<file path="src/rtl/rs_pkg.sv">
package rs_pkg;

    typedef enum logic [1:0] {
        CLS_ADD   = 2'd0,
        CLS_MUL   = 2'd1,
        CLS_LOAD  = 2'd2,
        CLS_STORE = 2'd3
    } unit_cls_e;

    typedef enum logic [1:0] {
        SLOT_FREE   = 2'd0,
        SLOT_WAIT   = 2'd1,
        SLOT_ISSUED = 2'd2
    } slot_state_e;

endpackage

</file>
<file path="src/rtl/rs_entry.sv">
module rs_entry
    import rs_pkg::*;
#(
    parameter int TAG_W = 6,
    parameter int OP_W  = 4,
    parameter int SEQ_W = 6
) (
    input  logic             clk,
    input  logic             rst_n,
    input  logic             alloc_i,
    input  logic [OP_W-1:0]  op_i,
    input  logic [TAG_W-1:0] dst_i,
    input  logic [TAG_W-1:0] tag_a_i,
    input  logic             use_a_i,
    input  logic             rdy_a_i,
    input  logic [TAG_W-1:0] tag_b_i,
    input  logic             use_b_i,
    input  logic             rdy_b_i,
    input  logic [SEQ_W-1:0] seq_i,
    input  logic             cdb_valid_i,
    input  logic [TAG_W-1:0] cdb_tag_i,
    input  logic             grant_i,
    input  logic             done_i,
    output logic             free_o,
    output logic             elig_o,
    output logic [OP_W-1:0]  op_o,
    output logic [TAG_W-1:0] dst_o,
    output logic [SEQ_W-1:0] seq_o
);

    slot_state_e      state_q, state_d;
    logic [TAG_W-1:0] tag_a_q, tag_b_q;
    logic             rdy_a_q, rdy_b_q;
    logic             hit_a, hit_b;
    logic             cap_a, cap_b;

    assign hit_a = cdb_valid_i && (cdb_tag_i == tag_a_q);
    assign hit_b = cdb_valid_i && (cdb_tag_i == tag_b_q);
    assign cap_a = rdy_a_i || !use_a_i || (cdb_valid_i && (cdb_tag_i == tag_a_i));
    assign cap_b = rdy_b_i || !use_b_i || (cdb_valid_i && (cdb_tag_i == tag_b_i));

    always_comb begin
        state_d = state_q;
        unique case (state_q)
            SLOT_FREE:   if (alloc_i) state_d = SLOT_WAIT;
            SLOT_WAIT:   if (grant_i) state_d = SLOT_ISSUED;
            SLOT_ISSUED: if (done_i)  state_d = SLOT_FREE;
            default:                  state_d = SLOT_FREE;
        endcase
    end

    always_ff @(posedge clk) begin
        if (!rst_n) begin
            state_q <= SLOT_FREE;
            op_o    <= '0;
            dst_o   <= '0;
            seq_o   <= '0;
            tag_a_q <= '0;
            tag_b_q <= '0;
            rdy_a_q <= 1'b0;
            rdy_b_q <= 1'b0;
        end else begin
            state_q <= state_d;
            if (state_q == SLOT_FREE && alloc_i) begin
                op_o    <= op_i;
                dst_o   <= dst_i;
                seq_o   <= seq_i;
                tag_a_q <= tag_a_i;
                tag_b_q <= tag_b_i;
                rdy_a_q <= cap_a;
                rdy_b_q <= cap_b;
            end else if (state_q == SLOT_WAIT) begin
                if (hit_a) rdy_a_q <= 1'b1;
                if (hit_b) rdy_b_q <= 1'b1;
            end
        end
    end

    always_comb begin
        free_o = (state_q == SLOT_FREE);
        elig_o = (state_q == SLOT_WAIT) && rdy_a_q && rdy_b_q;
    end

endmodule

</file>
<file path="src/rtl/rs_alloc.sv">
module rs_alloc #(
    parameter int N_SLOT = 7,
    parameter int SLOT_W = 3
) (
    input  logic [N_SLOT-1:0]      free_i,
    input  logic [N_SLOT-1:0][1:0] cls_i,
    input  logic [1:0]             want_i,
    output logic                   found_o,
    output logic [SLOT_W-1:0]      idx_o
);

    always_comb begin
        found_o = 1'b0;
        idx_o   = '0;
        for (int i = N_SLOT - 1; i >= 0; i--) begin
            if (free_i[i] && (cls_i[i] == want_i)) begin
                found_o = 1'b1;
                idx_o   = SLOT_W'(i);
            end
        end
    end

endmodule

</file>
<file path="src/rtl/rs_select.sv">
module rs_select #(
    parameter int N_SLOT = 7,
    parameter int SLOT_W = 3,
    parameter int SEQ_W  = 6
) (
    input  logic [N_SLOT-1:0]            elig_i,
    input  logic [N_SLOT-1:0][SEQ_W-1:0] seq_i,
    output logic                         any_o,
    output logic [SLOT_W-1:0]            idx_o
);

    function automatic logic is_older(input logic [SEQ_W-1:0] a, input logic [SEQ_W-1:0] b);
        logic [SEQ_W-1:0] diff;
        diff = a - b;
        return diff[SEQ_W-1];
    endfunction

    logic [SEQ_W-1:0] best_seq;

    always_comb begin
        any_o    = 1'b0;
        idx_o    = '0;
        best_seq = '0;
        for (int i = 0; i < N_SLOT; i++) begin
            if (elig_i[i] && (!any_o || is_older(seq_i[i], best_seq))) begin
                any_o    = 1'b1;
                idx_o    = SLOT_W'(i);
                best_seq = seq_i[i];
            end
        end
    end

endmodule

</file>
<file path="src/rtl/resv_station.sv">
module resv_station
    import rs_pkg::*;
#(
    parameter int N_ADD   = 1,
    parameter int N_MUL   = 2,
    parameter int N_LOAD  = 2,
    parameter int N_STORE = 2,
    parameter int TAG_W   = 6,
    parameter int OP_W    = 4,
    parameter int SEQ_W   = 6,
    localparam int N_SLOT = N_ADD + N_MUL + N_LOAD + N_STORE,
    localparam int SLOT_W = (N_SLOT > 1) ? $clog2(N_SLOT) : 1
) (
    input  logic              clk,
    input  logic              rst_n,
    input  logic              disp_valid,
    input  logic [1:0]        disp_class,
    input  logic [OP_W-1:0]   disp_op,
    input  logic [TAG_W-1:0]  disp_dst,
    input  logic [TAG_W-1:0]  disp_src_a,
    input  logic              disp_use_a,
    input  logic              disp_rdy_a,
    input  logic [TAG_W-1:0]  disp_src_b,
    input  logic              disp_use_b,
    input  logic              disp_rdy_b,
    input  logic [SEQ_W-1:0]  disp_seq,
    output logic              disp_stall,
    input  logic              cdb_valid,
    input  logic [TAG_W-1:0]  cdb_tag,
    output logic              issue_valid,
    output logic [SLOT_W-1:0] issue_slot,
    output logic [1:0]        issue_class,
    output logic [OP_W-1:0]   issue_op,
    output logic [TAG_W-1:0]  issue_dst,
    output logic [SEQ_W-1:0]  issue_seq,
    input  logic              done_valid,
    input  logic [SLOT_W-1:0] done_slot
);

    localparam int BASE_MUL   = N_ADD;
    localparam int BASE_LOAD  = N_ADD + N_MUL;
    localparam int BASE_STORE = N_ADD + N_MUL + N_LOAD;

    logic [N_SLOT-1:0]            slot_free, slot_elig;
    logic [N_SLOT-1:0]            slot_alloc, slot_grant, slot_done;
    logic [N_SLOT-1:0][1:0]       slot_cls;
    logic [N_SLOT-1:0][OP_W-1:0]  slot_op;
    logic [N_SLOT-1:0][TAG_W-1:0] slot_dst;
    logic [N_SLOT-1:0][SEQ_W-1:0] slot_seq;

    logic              alloc_found;
    logic [SLOT_W-1:0] alloc_idx;
    logic              alloc_ok;
    logic              sel_any;
    logic [SLOT_W-1:0] sel_idx;

    rs_alloc #(.N_SLOT(N_SLOT), .SLOT_W(SLOT_W)) alloc_i (
        .free_i  (slot_free),
        .cls_i   (slot_cls),
        .want_i  (disp_class),
        .found_o (alloc_found),
        .idx_o   (alloc_idx)
    );

    rs_select #(.N_SLOT(N_SLOT), .SLOT_W(SLOT_W), .SEQ_W(SEQ_W)) select_i (
        .elig_i (slot_elig),
        .seq_i  (slot_seq),
        .any_o  (sel_any),
        .idx_o  (sel_idx)
    );

    assign alloc_ok   = disp_valid && alloc_found;
    assign disp_stall = disp_valid && !alloc_found;

    for (genvar g = 0; g < N_SLOT; g++) begin : g_slot
        localparam logic [1:0] SLOT_CLS = (g < BASE_MUL)   ? CLS_ADD  :
                                          (g < BASE_LOAD)  ? CLS_MUL  :
                                          (g < BASE_STORE) ? CLS_LOAD : CLS_STORE;

        assign slot_cls[g]   = SLOT_CLS;
        assign slot_alloc[g] = alloc_ok && (alloc_idx == SLOT_W'(g));
        assign slot_grant[g] = sel_any && (sel_idx == SLOT_W'(g));
        assign slot_done[g]  = done_valid && (done_slot == SLOT_W'(g));

        rs_entry #(.TAG_W(TAG_W), .OP_W(OP_W), .SEQ_W(SEQ_W)) entry_i (
            .clk         (clk),
            .rst_n       (rst_n),
            .alloc_i     (slot_alloc[g]),
            .op_i        (disp_op),
            .dst_i       (disp_dst),
            .tag_a_i     (disp_src_a),
            .use_a_i     (disp_use_a),
            .rdy_a_i     (disp_rdy_a),
            .tag_b_i     (disp_src_b),
            .use_b_i     (disp_use_b),
            .rdy_b_i     (disp_rdy_b),
            .seq_i       (disp_seq),
            .cdb_valid_i (cdb_valid),
            .cdb_tag_i   (cdb_tag),
            .grant_i     (slot_grant[g]),
            .done_i      (slot_done[g]),
            .free_o      (slot_free[g]),
            .elig_o      (slot_elig[g]),
            .op_o        (slot_op[g]),
            .dst_o       (slot_dst[g]),
            .seq_o       (slot_seq[g])
        );
    end

    always_comb begin
        issue_valid = sel_any;
        issue_slot  = sel_idx;
        issue_class = slot_cls[sel_idx];
        issue_op    = slot_op[sel_idx];
        issue_seq   = slot_seq[sel_idx];
        issue_dst   = (slot_cls[sel_idx] == CLS_STORE) ? '0 : slot_dst[sel_idx];
    end

endmodule

</file>
<file path="config.mk">
export PLATFORM = sky130hd
export DESIGN_NAME = resv_station
export DESIGN_NICKNAME = d
export VERILOG_FILES = /design/src/rtl/rs_pkg.sv /design/src/rtl/rs_entry.sv /design/src/rtl/rs_alloc.sv /design/src/rtl/rs_select.sv /design/src/rtl/resv_station.sv
export SDC_FILE = /design/constraint.sdc
export NUM_CORES = 1
export LEC_CHECK = 0
export ABC_AREA = 1
export BUFFER_PORTS_ARGS = -buffer_cell sky130_fd_sc_hd__clkbuf_2
export CORE_MARGIN = 1.5
export CORE_UTILIZATION = 50
export DETAILED_ROUTE_END_ITERATION = 8
export GPL_TIMING_DRIVEN = 1
export PLACE_DENSITY = 0.7
export SYNTH_ARGS = -nofsm -noshare
export SYNTH_HDL_FRONTEND = slang
export SYNTH_HIERARCHICAL = 1
export SYNTH_SLANG_ARGS = --single-unit
</file>
<file path="constraint.sdc">
create_clock -name clk -period 8.8 [get_ports clk]
set_clock_uncertainty 0.05 [all_clocks]
set_input_delay 0.44 -clock clk [delete_from_list [all_inputs] [get_ports clk]]
set_output_delay 0.44 -clock clk [all_outputs]
set_load 0.03 [all_outputs]
</file>
Word-level counts from Yosys, hierarchy flattened
Memory sizes are Yosys's and may differ from the RTL's.
Index checks and enable logic that the tools add are counted.
{"block": "op_classes", "addsub": 6, "n_lt_le_gt_ge": 1, "eq_ne": 73, "mux": 111, "n_reduce_logical": 145}
{"op": "6-bit == test", "count": 16}
{"op": "1-bit logical AND", "count": 73}
{"op": "1-bit 2-to-1 mux", "count": 57}
{"op": "6-bit 2-to-1 mux", "count": 9}
{"op": "2-bit 2-to-1 mux", "count": 24}
{"op": "2-bit by 1-bit != test with 1-bit output (second input constant)", "count": 21}
{"op": "2-bit case mux with 3 select lines", "count": 7}
{"op": "2-bit nonzero test", "count": 21}
{"op": "6-bit binary-select mux with 3-bit select", "count": 2}
{"op": "6-bit subtractor", "count": 6}
{"op": "3-bit 2-to-1 mux", "count": 10}
{"op": "2-bit AND reduction", "count": 14}
{"op": "3-bit == test (second input constant)", "count": 9}
{"op": "3-bit AND reduction", "count": 7}
{"op": "3-bit by 2-bit == test with 1-bit output (second input constant)", "count": 6}
{"op": "2-bit == test (second input constant)", "count": 8}
{"op": "2-bit zero test", "count": 8}
{"op": "2-bit by 1-bit == test with 1-bit output (second input constant)", "count": 7}
{"op": "4-bit binary-select mux with 3-bit select", "count": 1}
{"op": "1-bit logical OR", "count": 10}
{"op": "3-bit by 1-bit == test with 1-bit output (second input constant)", "count": 3}
{"op": "1-bit zero test", "count": 9}
{"op": "3-bit zero test", "count": 3}
{"op": "2-bit == test (first input constant)", "count": 2}
{"op": "other kinds (3)", "count": 3}
{"block": "totals", "ff_bits": 224, "mem_bits_ro": 16, "out_inout_bits": 23, "elab_cells": 393, "mem_count": 1}
{"memory": "(name not given)", "depth": 8, "word_bits": 2, "read_ports": 1, "rd_clocked_by_memory_dff": 0, "write_ports": 0, "line": "resv_station.sv:116", "text": "issue_dst = (slot_cls[sel_idx] == CLS_STORE) ? '0 : slot_dst[sel_idx];"}

Logic depth before layout (Yosys ltp)
{"block": "depth", "depth_word": 32, "depth_mapped": 80, "depth_no_buf": 73}

Hierarchy
The synthesis kept the hierarchy.
{"mod": "rs_entry", "n_inst": 7, "cells_per_inst": 239, "area_each_um2": 1562.7, "seq_area_each_um2": 640.6}
{"mod": "rs_select", "n_inst": 1, "cells_per_inst": 296, "area_each_um2": 1566.5, "seq_area_each_um2": 0.0}
{"mod": "resv_station", "n_inst": 1, "cells_per_inst": 358, "area_each_um2": 1532.7, "seq_area_each_um2": 0.0}
{"mod": "rs_alloc", "n_inst": 1, "cells_per_inst": 70, "area_each_um2": 327.8, "seq_area_each_um2": 0.0}

Least setup slack after synthesis
Ideal clock, no wire load.
{"block": "synth_path", "path_kind": "register -> output", "start": "register g_slot[0].entry_i.state_q[0]", "end": "output port issue_dst[0]", "arrival_ps": 9785, "required_ps": 8310, "path_slack_ps": -1475, "path_stages_with_launch": 71, "path_cell_list": "dfxtp_1 nand2_1 nor2_1 buf_6 nand2_1 ha_1 nand2_1 nor2_1 nand2_1 nand3_1 nand2_1 nand3_2 nand2_4 nand2_1 o21ai_0 ha_1 inv_1 nor2_1 [35 not listed] nand2_1 o21ai_0 ha_1 a21oi_1 nor2_1 a211oi_1 nand3_1 nand2_1 nand2_1 a21oi_1 inv_2 buf_4 buf_2 ha_1 o21a_1 nand2_1 nand2_1 nor2_1"}
{"block": "synth_via", "elab_chain_len": 32}
{"element": "start: declaration", "line": "rs_entry.sv:31", "text": "slot_state_e state_q, state_d;"}
{"element": "start signal: assignment", "line": "rs_entry.sv:63", "text": "state_q <= state_d;"}
{"element": "2-bit by 1-bit == test with 1-bit output (*)", "line": "rs_entry.sv:81", "text": "elig_o = (state_q == SLOT_WAIT) && rdy_a_q && rdy_b_q;"}
{"element": "1-bit logical AND (*) (2 in series)", "line": "rs_entry.sv:81"}
{"element": "via slot_elig[0]", "line": "resv_station.sv:44", "text": "logic [N_SLOT-1:0] slot_free, slot_elig;"}
{"element": "6-bit 2-to-1 mux / 1-bit 2-to-1 mux (equally long branches)", "line": "rs_select.sv:25", "text": "if (elig_i[i] && (!any_o || is_older(seq_i[i], best_seq))) begin"}
{"element": "6-bit subtractor / 1-bit zero test (equally long branches)", "line": "rs_select.sv:14, rs_select.sv:25"}
{"element": "1-bit logical OR", "line": "rs_select.sv:25"}
{"element": "1-bit logical AND", "line": "rs_select.sv:25"}
{"element": "6-bit 2-to-1 mux / 1-bit 2-to-1 mux (equally long branches)", "line": "rs_select.sv:25"}
{"element": "[18 not listed]"}
{"element": "1-bit logical AND", "line": "rs_select.sv:25"}
{"element": "3-bit 2-to-1 mux (*)", "line": "rs_select.sv:25"}
{"element": "via issue_slot[0]", "line": "resv_station.sv:31", "text": "output logic [SLOT_W-1:0] issue_slot,"}
{"element": "memory 8 x 2 bit (*)"}
{"element": "2-bit 2-to-1 mux (implied by the code) (*)", "line": "resv_station.sv:116"}
{"element": "via issue_class[0]", "line": "resv_station.sv:32", "text": "output logic [1:0] issue_class,"}
{"element": "2-bit == test (*)", "line": "resv_station.sv:116"}
{"element": "6-bit 2-to-1 mux (*)", "line": "resv_station.sv:116"}
{"element": "end: declaration", "line": "resv_station.sv:34", "text": "output logic [TAG_W-1:0] issue_dst,"}
Mark *: on every way through the listed nets, which the timed path passes. The rest lies on a longest branch. The select of a mux whose other input is x is not followed.

Final worst setup path
{"block": "layout_path", "start": "register g_slot[0].entry_i.state_q[1]", "end": "output port issue_dst[3]"}
{"block": "layout_via", "elab_chain_len": 32}
{"element": "2-bit by 1-bit == test with 1-bit output (*)", "line": "rs_entry.sv:81"}
{"element": "1-bit logical AND (*) (2 in series)", "line": "rs_entry.sv:81"}
{"element": "via slot_elig[0]", "line": "resv_station.sv:44"}
{"element": "6-bit 2-to-1 mux / 1-bit 2-to-1 mux (equally long branches)", "line": "rs_select.sv:25"}
{"element": "6-bit subtractor / 1-bit zero test (equally long branches)", "line": "rs_select.sv:14, rs_select.sv:25"}
{"element": "1-bit logical OR", "line": "rs_select.sv:25"}
{"element": "1-bit logical AND", "line": "rs_select.sv:25"}
{"element": "6-bit 2-to-1 mux / 1-bit 2-to-1 mux (equally long branches)", "line": "rs_select.sv:25"}
{"element": "[16 not listed]"}
{"element": "6-bit subtractor / 1-bit zero test (equally long branches)", "line": "rs_select.sv:14, rs_select.sv:25"}
{"element": "1-bit logical OR", "line": "rs_select.sv:25"}
{"element": "1-bit logical AND", "line": "rs_select.sv:25"}
{"element": "3-bit 2-to-1 mux (*)", "line": "rs_select.sv:25"}
{"element": "memory 8 x 2 bit"}
{"element": "2-bit 2-to-1 mux (implied by the code)", "line": "resv_station.sv:116"}
{"element": "2-bit == test", "line": "resv_station.sv:116"}
{"element": "6-bit 2-to-1 mux (*)", "line": "resv_station.sv:116"}
Marked as above.

==> impl_metrics.ini <==
[cts]
cts_tree = done
htree_levels = 1
cts_buffer_depth = 3
clockRootBuffer = clkbuf_16
clock_latency_ns = 0.53
cts_made_buffers = 26
clk_pin_slew_ns = 0.06
tritoncts_num_sinks = 224

[min_path]
hold_path.class = primary input to register

[final_layout]
drive_gt1_frac = 0.146
num_antenna_cells = 0
layout.cells.non_filler = 2906
fin_nets = 2578
fillers = 2733
areaGrowthSynthToFinish_pct = 19.6

[status]
violations = setup timing
status = finished, violations left

[synthesis]
ys_seq_area_frac = 0.312
synth_area_leaders = dfxtp_1 (31%), nand2_1 (16%), nor2_1 (13%)
ys_seq_elements = 224
synth_warnings = 6
synth_edf_count = 0
avgSynthCellArea_um2 = 5.99
syn-instance-count = 2397
synthFlopType = dfxtp_1
synth.top_cell.area_share = 0.312
synth_most_common_cell = nand2_1
synth_area_um2 = 14400
synth_top_area_cell = dfxtp_1
ys_async_sr_fraction = 0
synthTopCellsByCount = nand2_1 (619), nor2_1 (496), inv_1 (276)
synth.distinct_cells = 37

[routing]
drc = 0
routed_wl_um = 47600
vias_per_cell = 5.31
drt-wirelength-per-cell_um = 16.4
drt-initial-drc-count = 1151
dr.pass1.iters = 6
ant_nets = 0
routed-via-count = 15400

[placed_design]
io_buffers = 70
placedCellCount = 2821
place.gp.congestion = 0.879
hpwl_um = 29900

[worst_setup_path]
cp_max_fo = 6
arrival_ns = 8.97
path_class = register to output pin
critPathBufInv = 4
reg2reg_slack_ns = 0.17
cp_slowest_cell = ha_1
end_kind = output pin
crit_family = simple AND/OR/NAND/NOR gates
critPathLaunchType = register
path_common_cell = nand2_2
cp_slowest_stage_delay_ns = 0.34
required_ns = 8.31

[timing]
timing.max_slew.rel_slack = 0.293
finalSetupViolations = 20
post-route-period-util = 1.07
setup_ws_ns = -0.660
hold_viol = 0
worst_slew_pin_slew_ns = 1.06
fmax_ghz = 0.106
rsz0062_at_grt = true
final_max_slew_viol_count = 0
period_minus_slack_ns = 9.46
hold_slack_ns = 0.208

[global_route]
grt.overflow.total = 0
track_usage = 0.308
grt_pass1_vias = 14500
grt_pass1_wl_um = 74900
antenna_found_initial = 0
grt_max_degree = 116

[floorplan]
start_util = 0.513
die_height_um = 173
rows = 61
coreArea_um2 = 28000
die_x_um = 173
dieArea_um2 = 29800
io_pins = 71

[power]
powerDensity_nw_per_um2 = 181
power.total_w = 0.00310
power_leakage_nw = 8.14
vdd_drop_max_uv = 160

[run]
drv_cap = 0
## worst register-to-register path, delay by kind of cell (launching register included)
| family | cells | cell delay (ns) |
|---|---|---|
| AO/OA/AOI/OAI | 12 | 1.50 |
| buffers and inverters | 7 | 0.73 |
| AND/OR/NAND/NOR | 45 | 3.94 |
| flip-flops | 1 | 0.32 |
| adder cells (fa/ha/maj) | 7 | 2.03 |
## power breakdown
part	switching (W)	internal, W	total, W
sequential	0.0000877	0.00113	0.00122
clock	0.000447	0.000669	0.00112
combinational	0.000493	0.000279	0.000772
total	0.00103	0.00208	0.00310
## metal layers
| metal | wire length (µm) | up-vias | GRT usage | share of wire |
|---|---|---|---|---|
| met4 | 2310 | 0 | 0.132 | 0.049 |
| met1 | 19600 | 6994 | 0.385 | 0.41 |
| met3 | 3320 | 163 | 0.0371 | 0.070 |
| met2 | 22400 | 623 | 0.534 | 0.47 |
| li1 | - | 7656 | - | - |
| met5 | 0 | - | 0 | 0 |
## final timing paths
kind | start | end | cells past startpoint
min | disp_op[2] | g_slot[6].entry_i/op_o[2]$_SDFFE_PN0P_ | 3
min reg2reg | g_slot[5].entry_i/tag_a_q[0]$_SDFFE_PN0P_ | g_slot[5].entry_i/tag_a_q[0]$_SDFFE_PN0P_ | 2
max reg2reg | g_slot[0].entry_i/state_q[1]$_SDFFE_PN0P_ | g_slot[2].entry_i/state_q[0]$_SDFFE_PN0P_ | 71
max | g_slot[0].entry_i/state_q[1]$_SDFFE_PN0P_ | issue_dst[3] | 69
## what timing repair did
item                                    CTS  global route
pin swaps                                23            18
setup buffers                            18            13
endpoints found under the setup margin   24            35
hold buffers                              0             0
endpoints found under the hold margin     0             0
cloned                                    2             5
gates resized for setup                  86           105
## kinds of logic after synthesis
group	share of synthesized area
other cells	0.000523
simple gates	0.377
buf+inv	0.116
compound gates	0.143
flops	0.312
xor+xnor	0.0317
fa+ha+maj	0.0192
## through the flow
step / TNS, ns / util / worst slack (ns) / cell area, µm²
floorplan: -2.96 / - / -0.359 / 14700
global placement: 0 / 0.546 / 0.0386 / 15300
detailed placement: -3.59 / 0.546 / -0.251 / 15300
CTS: -5.33 / 0.595 / -0.357 / 16700
global route: -27.58 / 0.614 / -1.28 / 17200
finish: -10.79 / 0.614 / -0.660 / 17200
## cell usage in the layout (no fill, tap or decap), types with 22 or more instances in the layout
cell	count
xnor2_1	28
dfxtp_1	221
clkbuf_2	48
xor2_1	23
inv_1	273
o21ai_1	22
a21oi_1	90
conb_1	27
nand3_1	111
nand2_2	47
nor2_1	479
buf_4	58
nand2_1	570
nand2_4	27
clkbuf_16	31
o21ai_0	249
## state kept, by name, summed over array words and instances, names as in the netlist
register	cells
g_slot.entry_i/dst_o	42
g_slot.entry_i/op_o	28
g_slot.entry_i/rdy_b_q	7
g_slot.entry_i/state_q	14
g_slot.entry_i/seq_o	42
g_slot.entry_i/tag_a_q	42
g_slot.entry_i/rdy_a_q	7
g_slot.entry_i/tag_b_q	42
## area by class of cell
| cell class | count | area, µm² | area share |
|---|---|---|---|
| clock buffer | 38 | 777 | 0.0452 |
| clock inverter | 10 | 104 | 0.00604 |
| inverter | 290 | 1090 | 0.0637 |
| multi-input combinational | 1817 | 8900 | 0.518 |
| sequential | 224 | 4490 | 0.261 |
| tap | 378 | 473 | 0.0275 |
| timing repair buffer | 149 | 1350 | 0.0785 |
Note: power is estimated with default switching activity, not from simulation.
